`src/rtl/mm_pkg.sv`:
```
package mm_pkg;
  parameter int unsigned MM_W = 16;
  localparam int unsigned MM_PW = 2 * MM_W;
  localparam int unsigned MM_TREE_LAT = 3;
  localparam int unsigned MM_LAT = MM_TREE_LAT + 1;

  typedef logic [MM_W-1:0]  opnd_t;
  typedef logic [MM_PW-1:0] wide_t;

  // operands carried around the adder tree for the zero-code bypass
  typedef struct packed {
    logic  az;
    logic  bz;
    opnd_t other;
  } side_t;
endpackage

```
`src/rtl/mm_pp_tree.sv`:
```
module mm_pp_tree
  import mm_pkg::*;
(
  input  logic  clk_i,
  input  opnd_t a_i,
  input  opnd_t b_i,
  output wide_t prod_o
);
  localparam int unsigned NPP = MM_W;
  localparam int unsigned L1_N = 4;
  localparam int unsigned GRP = NPP / L1_N;
  localparam int unsigned L2_N = L1_N / 2;

  wide_t pp [NPP];

  for (genvar i = 0; i < NPP; i++) begin : g_pp
    assign pp[i] = b_i[i] ? (wide_t'({{MM_W{1'b0}}, a_i}) << i) : '0;
  end

  wide_t l1_d [L1_N];
  wide_t l1_q [L1_N];
  wide_t l2_d [L2_N];
  wide_t l2_q [L2_N];
  wide_t l3_q;

  always_comb begin
    for (int g = 0; g < L1_N; g++) begin
      l1_d[g] = '0;
      for (int k = 0; k < GRP; k++) l1_d[g] = l1_d[g] + pp[g*GRP + k];
    end
  end

  always_comb begin
    for (int g = 0; g < L2_N; g++) l2_d[g] = l1_q[2*g] + l1_q[2*g + 1];
  end

  always_ff @(posedge clk_i) begin
    l1_q <= l1_d;
    l2_q <= l2_d;
    l3_q <= l2_q[0] + l2_q[1];
  end

  assign prod_o = l3_q;
endmodule

```
`src/rtl/mm_side_pipe.sv`:
```
module mm_side_pipe
  import mm_pkg::*;
#(
  parameter int unsigned DEPTH = MM_TREE_LAT
) (
  input  logic  clk_i,
  input  logic  rst_ni,
  input  logic  valid_i,
  input  side_t side_i,
  output logic  valid_o,
  output side_t side_o
);
  for (genvar s = 0; s < DEPTH; s++) begin : g_stage
    logic  d_v;
    side_t d_side;
    logic  v_q;
    side_t side_q;

    if (s == 0) begin : g_first
      assign d_v    = valid_i;
      assign d_side = side_i;
    end else begin : g_next
      assign d_v    = g_stage[s-1].v_q;
      assign d_side = g_stage[s-1].side_q;
    end

    always_ff @(posedge clk_i or negedge rst_ni) begin
      if (!rst_ni) v_q <= 1'b0;
      else         v_q <= d_v;
    end

    always_ff @(posedge clk_i) side_q <= d_side;
  end

  assign valid_o = g_stage[DEPTH-1].v_q;
  assign side_o  = g_stage[DEPTH-1].side_q;
endmodule

```
`src/rtl/mm_reduce.sv`:
```
module mm_reduce
  import mm_pkg::*;
(
  input  logic  clk_i,
  input  logic  rst_ni,
  input  logic  valid_i,
  input  wide_t prod_i,
  input  side_t side_i,
  output logic  valid_o,
  output opnd_t res_o
);
  opnd_t lo, hi, res_d;
  logic  borrow;

  always_comb begin
    lo     = prod_i[MM_W-1:0];
    hi     = prod_i[MM_PW-1:MM_W];
    borrow = lo < hi;
    if (side_i.az && side_i.bz)
      res_d = opnd_t'(1);
    else if (side_i.az || side_i.bz)
      res_d = opnd_t'(1) - side_i.other;  // 65537 - x, 65536 wraps to code 0
    else
      res_d = lo - hi + {{(MM_W-1){1'b0}}, borrow};
  end

  always_ff @(posedge clk_i or negedge rst_ni) begin
    if (!rst_ni) valid_o <= 1'b0;
    else         valid_o <= valid_i;
  end

  always_ff @(posedge clk_i) res_o <= res_d;
endmodule

```
`src/rtl/mm_mul65537.sv`:
```
module mm_mul65537
  import mm_pkg::*;
(
  input  logic        clk_i,
  input  logic        rst_ni,
  input  logic        in_valid_i,
  input  logic [15:0] a_i,
  input  logic [15:0] b_i,
  output logic        out_valid_o,
  output logic [15:0] prod_o
);
  side_t side_in, side_dly;
  wide_t prod_raw;
  logic  valid_dly;

  assign side_in.az    = (a_i == '0);
  assign side_in.bz    = (b_i == '0);
  assign side_in.other = side_in.az ? b_i : a_i;

  mm_pp_tree u_tree (
    .clk_i  (clk_i),
    .a_i    (a_i),
    .b_i    (b_i),
    .prod_o (prod_raw)
  );

  mm_side_pipe #(.DEPTH(MM_TREE_LAT)) u_side (
    .clk_i   (clk_i),
    .rst_ni  (rst_ni),
    .valid_i (in_valid_i),
    .side_i  (side_in),
    .valid_o (valid_dly),
    .side_o  (side_dly)
  );

  mm_reduce u_red (
    .clk_i   (clk_i),
    .rst_ni  (rst_ni),
    .valid_i (valid_dly),
    .prod_i  (prod_raw),
    .side_i  (side_dly),
    .valid_o (out_valid_o),
    .res_o   (prod_o)
  );
endmodule

```
`config.mk`:
```
export PLATFORM = sky130hd
export DESIGN_NAME = mm_mul65537
export DESIGN_NICKNAME = d
export VERILOG_FILES = /design/src/rtl/mm_pkg.sv /design/src/rtl/mm_pp_tree.sv /design/src/rtl/mm_side_pipe.sv /design/src/rtl/mm_reduce.sv /design/src/rtl/mm_mul65537.sv
export SDC_FILE = /design/constraint.sdc
export NUM_CORES = 1
export LEC_CHECK = 0
export BUFFER_PORTS_ARGS = -buffer_cell sky130_fd_sc_hd__buf_2
export CAP_MARGIN = 20
export CELL_PAD_IN_SITES_DETAIL_PLACEMENT = 1
export CELL_PAD_IN_SITES_GLOBAL_PLACEMENT = 2
export CORE_MARGIN = 8
export CORE_UTILIZATION = 44
export DETAILED_ROUTE_END_ITERATION = 7
export HOLD_SLACK_MARGIN = 0.05
export PLACE_DENSITY_LB_ADDON = 0.12
export SLEW_MARGIN = 20
export SYNTH_ARGS = -nofsm -noshare
export SYNTH_HDL_FRONTEND = slang
export SYNTH_SLANG_ARGS = --single-unit
export TNS_END_PERCENT = 10
```
`constraint.sdc`:
```
create_clock -name clk_i -period 10.15 [get_ports clk_i]
set_input_delay 2.03 -clock clk_i [delete_from_list [all_inputs] [get_ports clk_i]]
set_output_delay 2.03 -clock clk_i [all_outputs]
set_load 0.01 [all_outputs]
```
==> results_dict.tcl <==
set metrics [dict create \
    outcome "complete, no violations" \
    post_synthesis_average_cell_area_um2 9.19 \
    first_global_vias 12809 \
    synth-seq-area-share_pct 29.4 \
    route.detailed.drc 0 \
    grt_pass1_wl_mm 68.9 \
    totalNegativeSetupSlack_ps 0 \
    ys_async_sr_fraction_pct 1.67 \
    timing.final.ws_setup_ps 4640 \
    grt-busiest-layer "met2" \
    critical_path_required_ps 10620 \
    n_antenna_cell 0 \
    post_cts_buffers 0 \
    gp_congestion 0.817 \
    worst_setup_path_end_kind "flip-flop" \
    share_of_layout_cells_above_drive_strength_1_pct 6.36 \
    cts.hold.buffers_added 0 \
    yosys.area_share.xor_xnor_pct 6.87 \
    die_area_mm2 0.0435 \
    worst-r2r-setup-slack_ps 5440 \
    power.density_mw_per_mm2 308 \
    reg2regPathDepth 19 \
    drt_iter0_drc 526 \
    drt-vias-per-instance 5.35 \
    floorplan.die.width_um 209 \
    fmaxAchievable_ghz 0.181 \
    synth_top_family_by_area "adder cells" \
    area_growth_pct 9.19 \
    tritoncts_num_sinks 239 \
    timing_worst_setup_path_type "in -> reg" \
    worst_ir_drop_vdd_mv 0.164 \
    compound_cell_area_share_of_the_yosys_netlist_pct 13.9 \
    slew-limit-headroom_pct 47.2 \
    vias 12174 \
    clkSlewWorstSetupHoldPaths_ps 70 \
    place.detailed.instances 2229 \
    timing.hold.worst_path_depth 0 \
    effective_utilization_at_floorplan_pct 44.6 \
    final_design_area_excluding_fillers_mm2 0.0178 \
    drtPass1Iterations 4 \
    critical_path.reg2reg.startpoint "u_tree.prod_o[17]" \
    synth_cells 1775 \
    cts_tree "yes" \
    cp-start-kind "primary input" \
    global_route.overflow_total 0 \
    layout_min_cycle_time_ps 5510 \
    ys.flop_type "sky130_fd_sc_hd__dfxtp_1" \
    grt_util_met3_pct 2.35 \
    cp_max_fo 18 \
    max_slew_violation_count 0 \
    global_route.usage.met1_pct 26.8 \
    leakage_nw 8.67 \
    regToRegEndpoint "u_red.res_o[12]" \
    nets 2123 \
    muxShareOfSynthArea_pct 0.245 \
    top_level_ports 52 \
    detail_route.wl_per_cell_um 18.5 \
    grt_antenna_before_repair 4 \
    antenna_left 0 \
    grt_usage_pct 19.4 \
    synth_adder_area_share_pct 28.8 \
    critPathArrivalTime_ps 5980 \
    synth-edff-count 0 \
    post_synth_num_cell_types 67 \
    netlist_area_mm2 0.0163 \
    final.period_utilization_pct 54.3 \
    power_mw 5.48 \
    yosysWarnings 0 \
    clock_tree.root_cell "sky130_fd_sc_hd__clkbuf_16" \
    synth.net_count 2109 \
    cts_max_path_buffers 3 \
    worstMarginPinSlew_ps 786 \
    tritoncts.num_buffers 26 \
    clock_latency_at_the_later_pin_of_the_worst_skew_pair_ps 550 \
    synth-simple-area-share_pct 14.9 \
    post_cts_resize_count 0 \
    critical_path.startpoint "a_i[0]" \
    timing.hold.worst.start "u_tree.l1_q[41]" \
    rows 70 \
    fp.dieH_um 209 \
    place_hpwl_mm 33.2 \
    grt_setup_unrepaired "no" \
    ys_seq_elements 239 \
    route.final.wire_length_mm 42.2 \
    fin_skew_ps 20.0 \
    worstSetupEndpoint "u_tree.l1_q[115]" \
    numPortBuffers 51 \
    core_mm2 0.0366 \
    cap_violations 0 \
    htreeDepth 1 \
    place_worst_setup_slack_ps 4130 \
    report.final.hold_viol_count 0 \
    holdCritPathClass "reg -> reg" \
    timing.final.setup_violations 0 \
    gr-usage-met2_pct 32.3 \
    dpl_cell_area_mm2 0.0169 \
    grt_max_degree 19 \
    final_non_filler_cells 2277 \
]
==> state kept, by name, indices dropped and copies added, names as in the netlist <==
signal                 cells
u_side.valid_o             1
u_red.res_o               16
u_tree.l2_q               50
u_side.side_o             18
u_side.g_stage.v_q         2
u_tree.l1_q               83
u_tree.prod_o             32
u_side.g_stage.side_q     36
u_red.valid_o              1
==> synthesized netlist by cell type, types with 16 or more instances <==
| cell | n | area (um2) |
|---|---|---|
| sky130_fd_sc_hd__xnor2_1 | 88 | 771 |
| sky130_fd_sc_hd__xor2_1 | 40 | 350 |
| sky130_fd_sc_hd__nor2_1 | 66 | 248 |
| sky130_fd_sc_hd__fa_1 | 127 | 2540 |
| sky130_fd_sc_hd__dfxtp_1 | 235 | 4700 |
| sky130_fd_sc_hd__nand3_1 | 18 | 90.1 |
| sky130_fd_sc_hd__inv_1 | 190 | 713 |
| sky130_fd_sc_hd__o21a_1 | 21 | 158 |
| sky130_fd_sc_hd__a21oi_1 | 86 | 430 |
| sky130_fd_sc_hd__nor3_1 | 25 | 125 |
| sky130_fd_sc_hd__nand2_1 | 220 | 826 |
| sky130_fd_sc_hd__and2_1 | 88 | 551 |
| sky130_fd_sc_hd__ha_1 | 172 | 2150 |
| sky130_fd_sc_hd__nor2b_1 | 16 | 100 |
| sky130_fd_sc_hd__clkbuf_1 | 64 | 240 |
| sky130_fd_sc_hd__a21o_1 | 53 | 398 |
| sky130_fd_sc_hd__o21ai_0 | 70 | 350 |
==> layout make-up <==
cell class	count	area, um2
Multi-Input combinational cell	1281	10600
Clock inverter	17	173
Inverter	190	713
Tap cell	468	586
Clock buffer	31	731
Fill cell	4240	18800
Sequential cell	239	4800
Timing Repair Buffer	51	255
==> power by group <==
part / total [mW] / internal, mW / switching, mW / leakage (nW)
registers: 1.46 / 1.31 / 0.147 / 2.02
logic: 3.06 / 1.30 / 1.76 / 6.21
clock network: 0.968 / 0.570 / 0.397 / 0.431
==> stage by stage <==
stage,hold WS (ps),utilization (%)
finish,325,48.7
floorplan,310,-
CTS,326,48.7
global placement,312,46.2
detailed placement,313,46.2
global route,333,48.7
==> how the worst min path moves through the flow <==
stage          slack (ps)                     endpoint
2_1_floorplan         310  u_side.g_stage[1].side_q[0]
3_3_place_gp          310            u_side.side_o[16]
3_5_place_dp          310               u_tree.l2_q[9]
4_1_cts               330             u_side.side_o[2]
5_1_grt               330            u_side.side_o[10]
6_report              320               u_tree.l2_q[9]
==> cell usage in the layout, fill, tap and decap left out, types with 11 or more instances in the layout <==
| master | n |
|---|---|
| sky130_fd_sc_hd__dfxtp_1 | 235 |
| sky130_fd_sc_hd__nand2_1 | 220 |
| sky130_fd_sc_hd__inv_1 | 190 |
| sky130_fd_sc_hd__ha_1 | 172 |
| sky130_fd_sc_hd__fa_1 | 127 |
| sky130_fd_sc_hd__and2_1 | 88 |
| sky130_fd_sc_hd__xnor2_1 | 88 |
| sky130_fd_sc_hd__a21oi_1 | 86 |
| sky130_fd_sc_hd__o21ai_0 | 70 |
| sky130_fd_sc_hd__nor2_1 | 66 |
| sky130_fd_sc_hd__a21o_1 | 53 |
| sky130_fd_sc_hd__buf_2 | 51 |
| sky130_fd_sc_hd__xor2_1 | 40 |
| sky130_fd_sc_hd__clkbuf_16 | 27 |
| sky130_fd_sc_hd__nor3_1 | 25 |
| sky130_fd_sc_hd__o21a_1 | 21 |
| sky130_fd_sc_hd__nand3_1 | 18 |
| sky130_fd_sc_hd__nor2b_1 | 16 |
| sky130_fd_sc_hd__o21bai_1 | 14 |
| sky130_fd_sc_hd__a31oi_1 | 14 |
| sky130_fd_sc_hd__nand4_1 | 13 |
| sky130_fd_sc_hd__nand2b_1 | 12 |
| sky130_fd_sc_hd__nor4_1 | 12 |
| sky130_fd_sc_hd__a211oi_1 | 11 |
==> layer usage <==
layer  vias up  share of wire, %
li1       5920                 -
met1      6037                49
met2       163                46
met3        48               3.3
met4         6               1.6
met5         -             0.085
==> cell families after synthesis <==
| logic type | after synthesis |
|---|---|
| AND/OR/NAND/NOR | 506 |
| AO/OA/AOI/OAI | 344 |
| adder cells (fa/ha/maj) | 299 |
| buffers and inverters | 255 |
| flip-flops | 239 |
| XOR/XNOR | 128 |
| multiplexers | 4 |
==> critical path: stages <==
cell,delay (ps)
sky130_fd_sc_hd__buf_2,220
sky130_fd_sc_hd__and2_1,230
sky130_fd_sc_hd__fa_1,550
sky130_fd_sc_hd__inv_1,70
sky130_fd_sc_hd__fa_1,530
sky130_fd_sc_hd__inv_1,50
sky130_fd_sc_hd__ha_1,210
sky130_fd_sc_hd__fa_1,440
sky130_fd_sc_hd__a211o_1,360
sky130_fd_sc_hd__a21oi_4,170
sky130_fd_sc_hd__nor3_1,60
sky130_fd_sc_hd__or3_1,370
sky130_fd_sc_hd__a41o_1,280
sky130_fd_sc_hd__o41ai_2,240
sky130_fd_sc_hd__xnor2_1,170
(Power assumes the default switching activity.)
